`src/rtl/tm_pkg.sv`:
```
package tm_pkg;
  typedef enum logic [1:0] {
    CLS_POSTED    = 2'd0,
    CLS_NONPOSTED = 2'd1,
    CLS_COMPL     = 2'd2,
    CLS_RSVD      = 2'd3
  } tlp_cls_e;

  localparam int DLLP_W = 3;
  localparam logic [DLLP_W-1:0] DL_ACK   = 3'd0;
  localparam logic [DLLP_W-1:0] DL_NAK   = 3'd1;
  localparam logic [DLLP_W-1:0] DL_UFC_P = 3'd2;

  localparam logic [1:0] DF_ACK = 2'd0;
  localparam logic [1:0] DF_NAK = 2'd1;
  localparam logic [1:0] DF_UFC = 2'd2;
  localparam logic [1:0] DF_ANY = 2'd3;

  localparam int NUM_CTR   = 8;
  localparam int IX_P_HDR  = 0;
  localparam int IX_P_DW   = 1;
  localparam int IX_NP_HDR = 2;
  localparam int IX_NP_DW  = 3;
  localparam int IX_C_HDR  = 4;
  localparam int IX_C_DW   = 5;
  localparam int IX_TFLT   = 6;
  localparam int IX_DFLT   = 7;
  localparam int NDIR      = 2;
endpackage

```
`src/rtl/tm_sat_counter.sv`:
```
module tm_sat_counter #(
  parameter int W  = 32,
  parameter int IW = 10
) (
  input  logic          clk,
  input  logic          rst_n,
  input  logic          clr,
  input  logic          inc_en,
  input  logic [IW-1:0] inc,
  output logic [W-1:0]  cnt
);
  logic [W-1:0] base;
  logic [W:0]   sum;
  logic [W-1:0] nxt;

  always_comb begin
    base = clr ? '0 : cnt;
    sum  = {1'b0, base} + (W+1)'(inc);
    if (!inc_en)     nxt = base;
    else if (sum[W]) nxt = '1;
    else             nxt = sum[W-1:0];
  end

  always_ff @(posedge clk) begin
    if (!rst_n) cnt <= '0;
    else        cnt <= nxt;
  end
endmodule

```
`src/rtl/tm_dir_stats.sv`:
```
module tm_dir_stats
  import tm_pkg::*;
#(
  parameter int W      = 32,
  parameter int LEN_W  = 10,
  parameter int KIND_W = 5
) (
  input  logic                  clk,
  input  logic                  rst_n,
  input  logic                  clr,
  input  logic                  fire,
  input  logic                  is_dllp,
  input  logic [1:0]            cls,
  input  logic [KIND_W-1:0]     kind,
  input  logic [LEN_W-1:0]      len,
  input  logic [DLLP_W-1:0]     dllp,
  input  logic [1:0]            flt_cls,
  input  logic [KIND_W-1:0]     flt_kind,
  input  logic [1:0]            flt_dmode,
  input  logic [1:0]            flt_fc_cls,
  output logic [NUM_CTR*W-1:0]  cnt_flat
);
  logic               tlp_ev, dl_ev, dl_hit;
  logic [NUM_CTR-1:0] en;
  logic [LEN_W-1:0]   amt [NUM_CTR];

  assign tlp_ev = fire && !is_dllp;
  assign dl_ev  = fire && is_dllp;

  always_comb begin
    unique case (flt_dmode)
      DF_ACK:  dl_hit = (dllp == DL_ACK);
      DF_NAK:  dl_hit = (dllp == DL_NAK);
      DF_UFC:  dl_hit = (flt_fc_cls != 2'd3) &&
                        (dllp == DLLP_W'(DL_UFC_P + {1'b0, flt_fc_cls}));
      default: dl_hit = 1'b1;
    endcase
  end

  always_comb begin
    en = '0;
    for (int i = 0; i < NUM_CTR; i++) amt[i] = LEN_W'(1);
    en[IX_P_HDR]  = tlp_ev && (cls == CLS_POSTED);
    en[IX_P_DW]   = en[IX_P_HDR];
    en[IX_NP_HDR] = tlp_ev && (cls == CLS_NONPOSTED);
    en[IX_NP_DW]  = en[IX_NP_HDR];
    en[IX_C_HDR]  = tlp_ev && (cls == CLS_COMPL);
    en[IX_C_DW]   = en[IX_C_HDR];
    en[IX_TFLT]   = tlp_ev && (cls == flt_cls) && (kind == flt_kind);
    en[IX_DFLT]   = dl_ev && dl_hit;
    amt[IX_P_DW]  = len;
    amt[IX_NP_DW] = len;
    amt[IX_C_DW]  = len;
  end

  for (genvar g = 0; g < NUM_CTR; g++) begin : g_ctr
    tm_sat_counter #(.W(W), .IW(LEN_W)) u_ctr (
      .clk    (clk),
      .rst_n  (rst_n),
      .clr    (clr),
      .inc_en (en[g]),
      .inc    (amt[g]),
      .cnt    (cnt_flat[g*W +: W])
    );
  end
endmodule

```
`src/rtl/tm_shadow_bank.sv`:
```
module tm_shadow_bank #(
  parameter int W   = 32,
  parameter int TOT = 16,
  localparam int AW = $clog2(TOT)
) (
  input  logic             clk,
  input  logic             rst_n,
  input  logic             snap,
  input  logic [TOT*W-1:0] live,
  input  logic [AW-1:0]    rd_addr,
  output logic [TOT*W-1:0] shadow,
  output logic [W-1:0]     rd_data
);
  always_ff @(posedge clk) begin
    if (!rst_n)    shadow <= '0;
    else if (snap) shadow <= live;
  end

  assign rd_data = shadow[int'(rd_addr)*W +: W];
endmodule

```
`src/rtl/tm_port_monitor.sv`:
```
module tm_port_monitor
  import tm_pkg::*;
#(
  parameter int CNT_W  = 32,
  parameter int LEN_W  = 10,
  parameter int KIND_W = 5,
  localparam int TOT   = NDIR * NUM_CTR,
  localparam int AW    = $clog2(TOT)
) (
  input  logic              clk,
  input  logic              rst_n,
  input  logic              ig_valid,
  input  logic              ig_ready,
  input  logic              ig_is_dllp,
  input  logic [1:0]        ig_cls,
  input  logic [KIND_W-1:0] ig_kind,
  input  logic [LEN_W-1:0]  ig_len,
  input  logic [2:0]        ig_dllp,
  input  logic              eg_valid,
  input  logic              eg_ready,
  input  logic              eg_is_dllp,
  input  logic [1:0]        eg_cls,
  input  logic [KIND_W-1:0] eg_kind,
  input  logic [LEN_W-1:0]  eg_len,
  input  logic [2:0]        eg_dllp,
  input  logic [1:0]        flt_cls,
  input  logic [KIND_W-1:0] flt_kind,
  input  logic [1:0]        flt_dmode,
  input  logic [1:0]        flt_fc_cls,
  input  logic              snap,
  input  logic              clr,
  input  logic [AW-1:0]     rd_addr,
  output logic [CNT_W-1:0]  rd_data
);
  logic [NDIR-1:0]     d_fire, d_dllp_f;
  logic [1:0]          d_cls  [NDIR];
  logic [KIND_W-1:0]   d_kind [NDIR];
  logic [LEN_W-1:0]    d_len  [NDIR];
  logic [DLLP_W-1:0]   d_code [NDIR];
  logic [TOT*CNT_W-1:0] live_flat;
  logic [TOT*CNT_W-1:0] shadow_flat;

  assign d_fire   = {eg_valid && eg_ready, ig_valid && ig_ready};
  assign d_dllp_f = {eg_is_dllp, ig_is_dllp};
  assign d_cls[0]  = ig_cls;   assign d_cls[1]  = eg_cls;
  assign d_kind[0] = ig_kind;  assign d_kind[1] = eg_kind;
  assign d_len[0]  = ig_len;   assign d_len[1]  = eg_len;
  assign d_code[0] = ig_dllp;  assign d_code[1] = eg_dllp;

  for (genvar d = 0; d < NDIR; d++) begin : g_dir
    tm_dir_stats #(.W(CNT_W), .LEN_W(LEN_W), .KIND_W(KIND_W)) u_stats (
      .clk        (clk),
      .rst_n      (rst_n),
      .clr        (clr),
      .fire       (d_fire[d]),
      .is_dllp    (d_dllp_f[d]),
      .cls        (d_cls[d]),
      .kind       (d_kind[d]),
      .len        (d_len[d]),
      .dllp       (d_code[d]),
      .flt_cls    (flt_cls),
      .flt_kind   (flt_kind),
      .flt_dmode  (flt_dmode),
      .flt_fc_cls (flt_fc_cls),
      .cnt_flat   (live_flat[d*NUM_CTR*CNT_W +: NUM_CTR*CNT_W])
    );
  end

  tm_shadow_bank #(.W(CNT_W), .TOT(TOT)) u_bank (
    .clk     (clk),
    .rst_n   (rst_n),
    .snap    (snap),
    .live    (live_flat),
    .rd_addr (rd_addr),
    .shadow  (shadow_flat),
    .rd_data (rd_data)
  );
endmodule

```
`config.mk`:
```
export PLATFORM = sky130hd
export DESIGN_NAME = tm_port_monitor
export DESIGN_NICKNAME = d
export VERILOG_FILES = /design/src/rtl/tm_pkg.sv /design/src/rtl/tm_sat_counter.sv /design/src/rtl/tm_dir_stats.sv /design/src/rtl/tm_shadow_bank.sv /design/src/rtl/tm_port_monitor.sv
export SDC_FILE = /design/constraint.sdc
export NUM_CORES = 2
export LEC_CHECK = 0
export CAP_MARGIN = 20
export CORE_UTILIZATION = 45
export DETAILED_ROUTE_END_ITERATION = 10
export DONT_BUFFER_PORTS = 1
export PLACE_DENSITY = 0.63
export SETUP_SLACK_MARGIN = 0.2
export SYNTH_ARGS = -nofsm -noshare
export SYNTH_HDL_FRONTEND = slang
export SYNTH_SLANG_ARGS = --single-unit
```
`constraint.sdc`:
```
create_clock -name clk -period 5.85 [get_ports clk]
set_clock_uncertainty 0.1 [all_clocks]
set_input_delay 0.585 -clock clk [delete_from_list [all_inputs] [get_ports clk]]
set_output_delay 0.585 -clock clk [all_outputs]
set_load 0.1 [all_outputs]
```
Word level (Yosys, flattened, before mapping) --
Index checks and enable logic that the tools add are counted.
Word-level totals: word-level logic and storage cells 127, flip-flop bits (word level) 1024, input port bits 65
Operators by class: eq/ne operators 15, $add $sub $neg 17, multiplexer cells 50, shift operators 1, reductions and logical operators 27
Operators with widths (count):
- $mux 32 | 48
- $shiftx 512x10->32 | 1
- $add 32x1->33 const B | 10
- $add 32x10->33 | 6
- $logic_and 1x1->1 | 20
- $eq 5x5->1 | 2
- $eq 2x1->1 const B | 3
- $eq 2x2->1 const B | 3
- $eq 3x1->1 const B | 2
- $eq 3x3->1 | 2
- $logic_not 2->1 | 3
- $logic_not 3->1 | 2
- $pmux 1 s3 | 2
- $eq 2x2->1 | 2
- $add 2x2->3 const A | 1
- $logic_not 1->1 | 2
- $ne 2x2->1 const B | 1

Longest topological paths before layout --
word-level depth 6, mapped depth 16, gate-level depth less buffers 10

Hierarchy --
Synthesis repeated with hierarchy kept, for this count alone.
Unflattened totals: cells, all modules 6178, area total of the unflattened synthesis 58180.8 um^2
Modules (own cells, without submodules):
- tm_shadow_bank | area an instance 22785.6 um^2, instances 1, cells each 1921
- tm_sat_counter (g_dir[0].u_stats.g_ctr[0].u_ctr ...) | area an instance 2183.3 um^2, instances 10, cells each 269
- tm_sat_counter (g_dir[1].u_stats.g_ctr[4].u_ctr ...) | area an instance 2164.6 um^2, instances 3, cells each 245
- tm_sat_counter (g_dir[1].u_stats.g_ctr[0].u_ctr ...) | area an instance 2240.9 um^2, instances 2, cells each 263
- tm_sat_counter (g_dir[1].u_stats.g_ctr[7].u_ctr) | area an instance 2193.4 um^2, instances 1, cells each 246
- tm_dir_stats | area an instance 190.2 um^2, instances 2, cells each 29
- tm_port_monitor | area an instance 12.5 um^2, instances 1, cells each 2

Worst setup path after synthesis --
No wires, ideal clock.
path type in2reg, start point input port clr, end point register g_dir[0].u_stats.g_ctr[3].u_ctr.cnt[10], stages 15, path buffers 6, data required time 5.614 ns, data arrival time 4.058 ns, path slack 1.556 ns, library setup time 0.136 ns, cells stage by stage buf_6 clkbuf_1 clkbuf_1 buf_2 clkbuf_1 nor2b_1 ha_1 fa_1 a21o_1 a32o_1 o311ai_1 nor2_1 nand3_1 clkbuf_1 o211ai_1
On the way: word-level cells in the longest chain between the ends 4
Ends and longest elaborated chain:
- start, declared | line tm_port_monitor.sv:31 | input logic clr,
- $mux 32 (*) | line tm_sat_counter.sv:17 | base = clr ? '0 : cnt;
- $add 32x10->33 | line tm_sat_counter.sv:18 | sum = {1'b0, base} + (W+1)'(inc);
- $mux 32 | line tm_sat_counter.sv:20 | else if (sum[W]) nxt = '1;
- $mux 32 (*) | line tm_sat_counter.sv:19 | if (!inc_en) nxt = base;
- end signal, assigned | line tm_sat_counter.sv:26 | else cnt <= nxt;
- end, declared | line tm_sat_counter.sv:10 | output logic [W-1:0] cnt
Mark *: on every way between the ends. The rest lies on a longest branch, timed or not. A chain may end at the register's enable or synchronous reset.

Worst setup path after layout --
start point input port clr, end point register g_dir[0].u_stats.g_ctr[5].u_ctr.cnt[20]
On the way: word-level cells in the longest chain between the ends 4
Ends and longest elaborated chain (line):
- $mux 32 (*) | tm_sat_counter.sv:17
- $add 32x10->33 | tm_sat_counter.sv:18
- $mux 32 | tm_sat_counter.sv:20
- $mux 32 (*) | tm_sat_counter.sv:19
- end signal, assigned | tm_sat_counter.sv:26
- end, declared | tm_sat_counter.sv:10
Marks and branches as above.

==> flow_metrics.py <==
metrics = {
    "run_status": {
        "status": "finished, violations left",
        "violations": "max-slew violations",
    },
    "global_route": {
        "grt_pass1_wl_um": 231000,
        "antenna_found_initial": 6,
        "gr-total-overflow": 0,
        "globalRouteTotalUtil": 0.264,
        "grt_pass1_vias": 36400,
        "grt_start_max_net_pins": 513,
    },
    "clock_network": {
        "clk_latency_ns": 0.70,
        "ctsRootBufferMaster": "clkbuf_16",
        "cts_sinks": 1024,
        "path_clk_slew_ns": 0.06,
        "cts-resized-gates": 0,
        "clock_path_buffers": 3,
        "cts_made_buffers": 111,
        "cts-htree-levels": 3,
        "cts_tree": "yes",
    },
    "synth": {
        "synth_top_family_by_area": "simple AND/OR/NAND/NOR gates",
        "synth_nets": 5597,
        "yosysSeqAreaShare": 0.404,
        "yosys_most_used_dff": "dfxtp_1",
        "synth-async-reset-ratio": 0,
        "synth_compound_area_frac": 0.0922,
        "syn_inst": 5456,
        "yosys_register_bits": 1024,
        "yosysWarnings": 0,
        "synth_xor_area_frac": 0.0640,
        "syn_area_per_cell_um2": 9.30,
        "synth-edff-count": 0,
        "synth_simple_gate_area_frac": 0.216,
        "syn_area_um2": 50800,
        "synth_cell_types": 101,
        "synth_adder_area_share": 0.0196,
        "synthMuxAreaShare": 0.175,
    },
    "placed_design": {
        "gp_congestion": 0.919,
        "port_buffers": 0,
        "hpwl_um": 105000,
        "post-place-cells": 6655,
        "dpl_cell_area_um2": 51600,
    },
    "pwr": {
        "peakVddDrop_v": 0.000253,
        "power_density_nw_per_um2": 269,
        "leakage_nw": 20.8,
    },
    "die": {
        "die_area_um2": 114000,
        "chipWidth_um": 338,
        "start_util": 0.456,
        "core_um2": 111000,
        "num_rows": 122,
        "io_pins": 97,
        "die_y_um": 338,
    },
    "critical_path": {
        "cp_top_family": "simple AND/OR/NAND/NOR gates",
        "crit_top_cell": "o21ai_0",
        "critical_path_class": "input port to flop",
        "crit_buf_inv": 0,
        "r2r_cells": 9,
        "start_kind": "input port",
        "cp.depth": 10,
        "critPathMaxStageDelay_ns": 0.80,
        "worstPathArrival_ns": 3.97,
        "end_kind": "flop",
        "slowest_stage": "nor2_1",
        "worst-path-max-fanout": 295,
        "worstPathRequired_ns": 6.37,
        "cp_cell_sequence": "nor2b_1, ha_1, fa_1, a211oi_1, o21ai_0, a21oi_1, nand3b_1, nor2_1, nand2_1, o21ai_0",
    },
    "timing": {
        "tightest_slew_ns": 3.20,
        "period_share": 0.590,
        "hold_ws_ns": 0.0480,
        "drv_slew": 424,
        "slew_headroom": -1.13,
        "timing.final.hold_violations": 0,
        "fmax_ghz": 0.290,
        "fin_crit_ns": 3.45,
        "setup_viol": 0,
        "rsz0062_at_grt": "no",
        "finalSetupTns_ns": 0,
    },
    "drt": {
        "avgRoutedWirePerCell_um": 22.4,
        "drt_iter0_drc": 3876,
        "routed_wl_um": 154000,
        "via_per_inst": 5.85,
        "firstDrtPassIters": 6,
        "drc": 0,
        "postRouteAntennaNets": 0,
        "num_vias": 40200,
    },
    "cells_and_area": {
        "fin_cells": 6866,
        "area_growth_syn_to_layout_pct": 9.48,
        "final_cell_mix": "dfxtp_1 (1024), nor2_1 (873), mux2i_1 (524), nand2_1 (354), xnor2_1 (253)",
        "final_common_cell": "dfxtp_1",
        "finalInstanceArea_um2": 55600,
        "drive_gt1_frac": 0.0910,
        "finish.net_count": 5426,
    },
    "run": {
        "maxCapViolCount": 0,
    },
    "min_path": {
        "hp-class": "input port to flop",
        "hold_depth": 2,
    },
}
==> through the flow <==
step                setup WS (ns)  total power [mW]   util
floorplan                    1.56              7.65      -
global placement             2.23              7.56  0.464
detailed placement           2.24              7.56  0.464
CTS                          2.61              15.0  0.499
global route                 2.35              15.3  0.499
finish                       2.40              15.0  0.499
==> synthesized netlist by cell type, types with 112 or more instances <==
cell type  count  area (um2)
a21oi_1      209        1050
clkbuf_1     239         897
dfxtp_1     1024       20500
mux2i_1      524        5250
mux4_2       160        3600
nand2_1      355        1330
nand3_1      173         866
nand4_1      112         701
nor2_1       873        3280
nor2b_1      179        1120
o21ai_0      183         916
xnor2_1      253        2220
xor2_1       118        1030
==> timing repair <==
item                                    CTS  global route
hold endpoints to repair                149             0
endpoints found under the setup margin    0             0
hold buffers                              5             0
buffers inserted                          0             0
==> power by group <==
part | internal [mW] | switching (mW) | total (mW)
logic | 0.238 | 0.261 | 0.499
clock network | 4.43 | 3.04 | 7.46
registers | 6.98 | 0.0104 | 6.99
==> metal layers <==
layer / up-vias / track usage / wire, um
li1: 19000 / - / -
met1: 19700 / 0.375 / 69900
met2: 1234 / 0.398 / 67100
met3: 210 / 0.0630 / 12800
met4: 8 / 0.0746 / 4210
met5: - / 0 / 67
==> sequential cells by signal (all words and copies together) (netlist names) <==
register	count
g_dir.u_stats.g_ctr.u_ctr.cnt	512
u_bank.shadow	512
==> cell type report <==
cell class                      count  area [um2]
Antenna cell                        3        7.51
Clock buffer                      156        3230
Clock inverter                     47         661
Fill cell                       10300       55700
Inverter                           50         200
Multi-Input combinational cell   4064       28800
Sequential cell                  1024       20500
Tap cell                         1488        1860
Timing Repair Buffer               34         320
==> path summary, 6_finish.rpt <==
path | from | end | slack, ns
hold reg to reg | g_dir[1].u_stats.g_ctr[3].u_ctr.cnt[24] | u_bank.shadow[376] | 0.39
setup / recovery | clr | g_dir[0].u_stats.g_ctr[5].u_ctr.cnt[20] | 2.40
hold / removal | rst_n | g_dir[0].u_stats.g_ctr[5].u_ctr.cnt[16] | 0.05
setup reg to reg | g_dir[0].u_stats.g_ctr[5].u_ctr.cnt[0] | g_dir[0].u_stats.g_ctr[5].u_ctr.cnt[8] | 2.51
==> logic make-up after synthesis <==
kind of cell / count (synthesis)
AO/OA/AOI/OAI: 721
XOR/XNOR: 371
adder cells (fa/ha/maj): 76
buffers and inverters: 368
flip-flops: 1024
multiplexers: 687
AND/OR/NAND/NOR: 2209
Power figures use the tool's default switching activity.
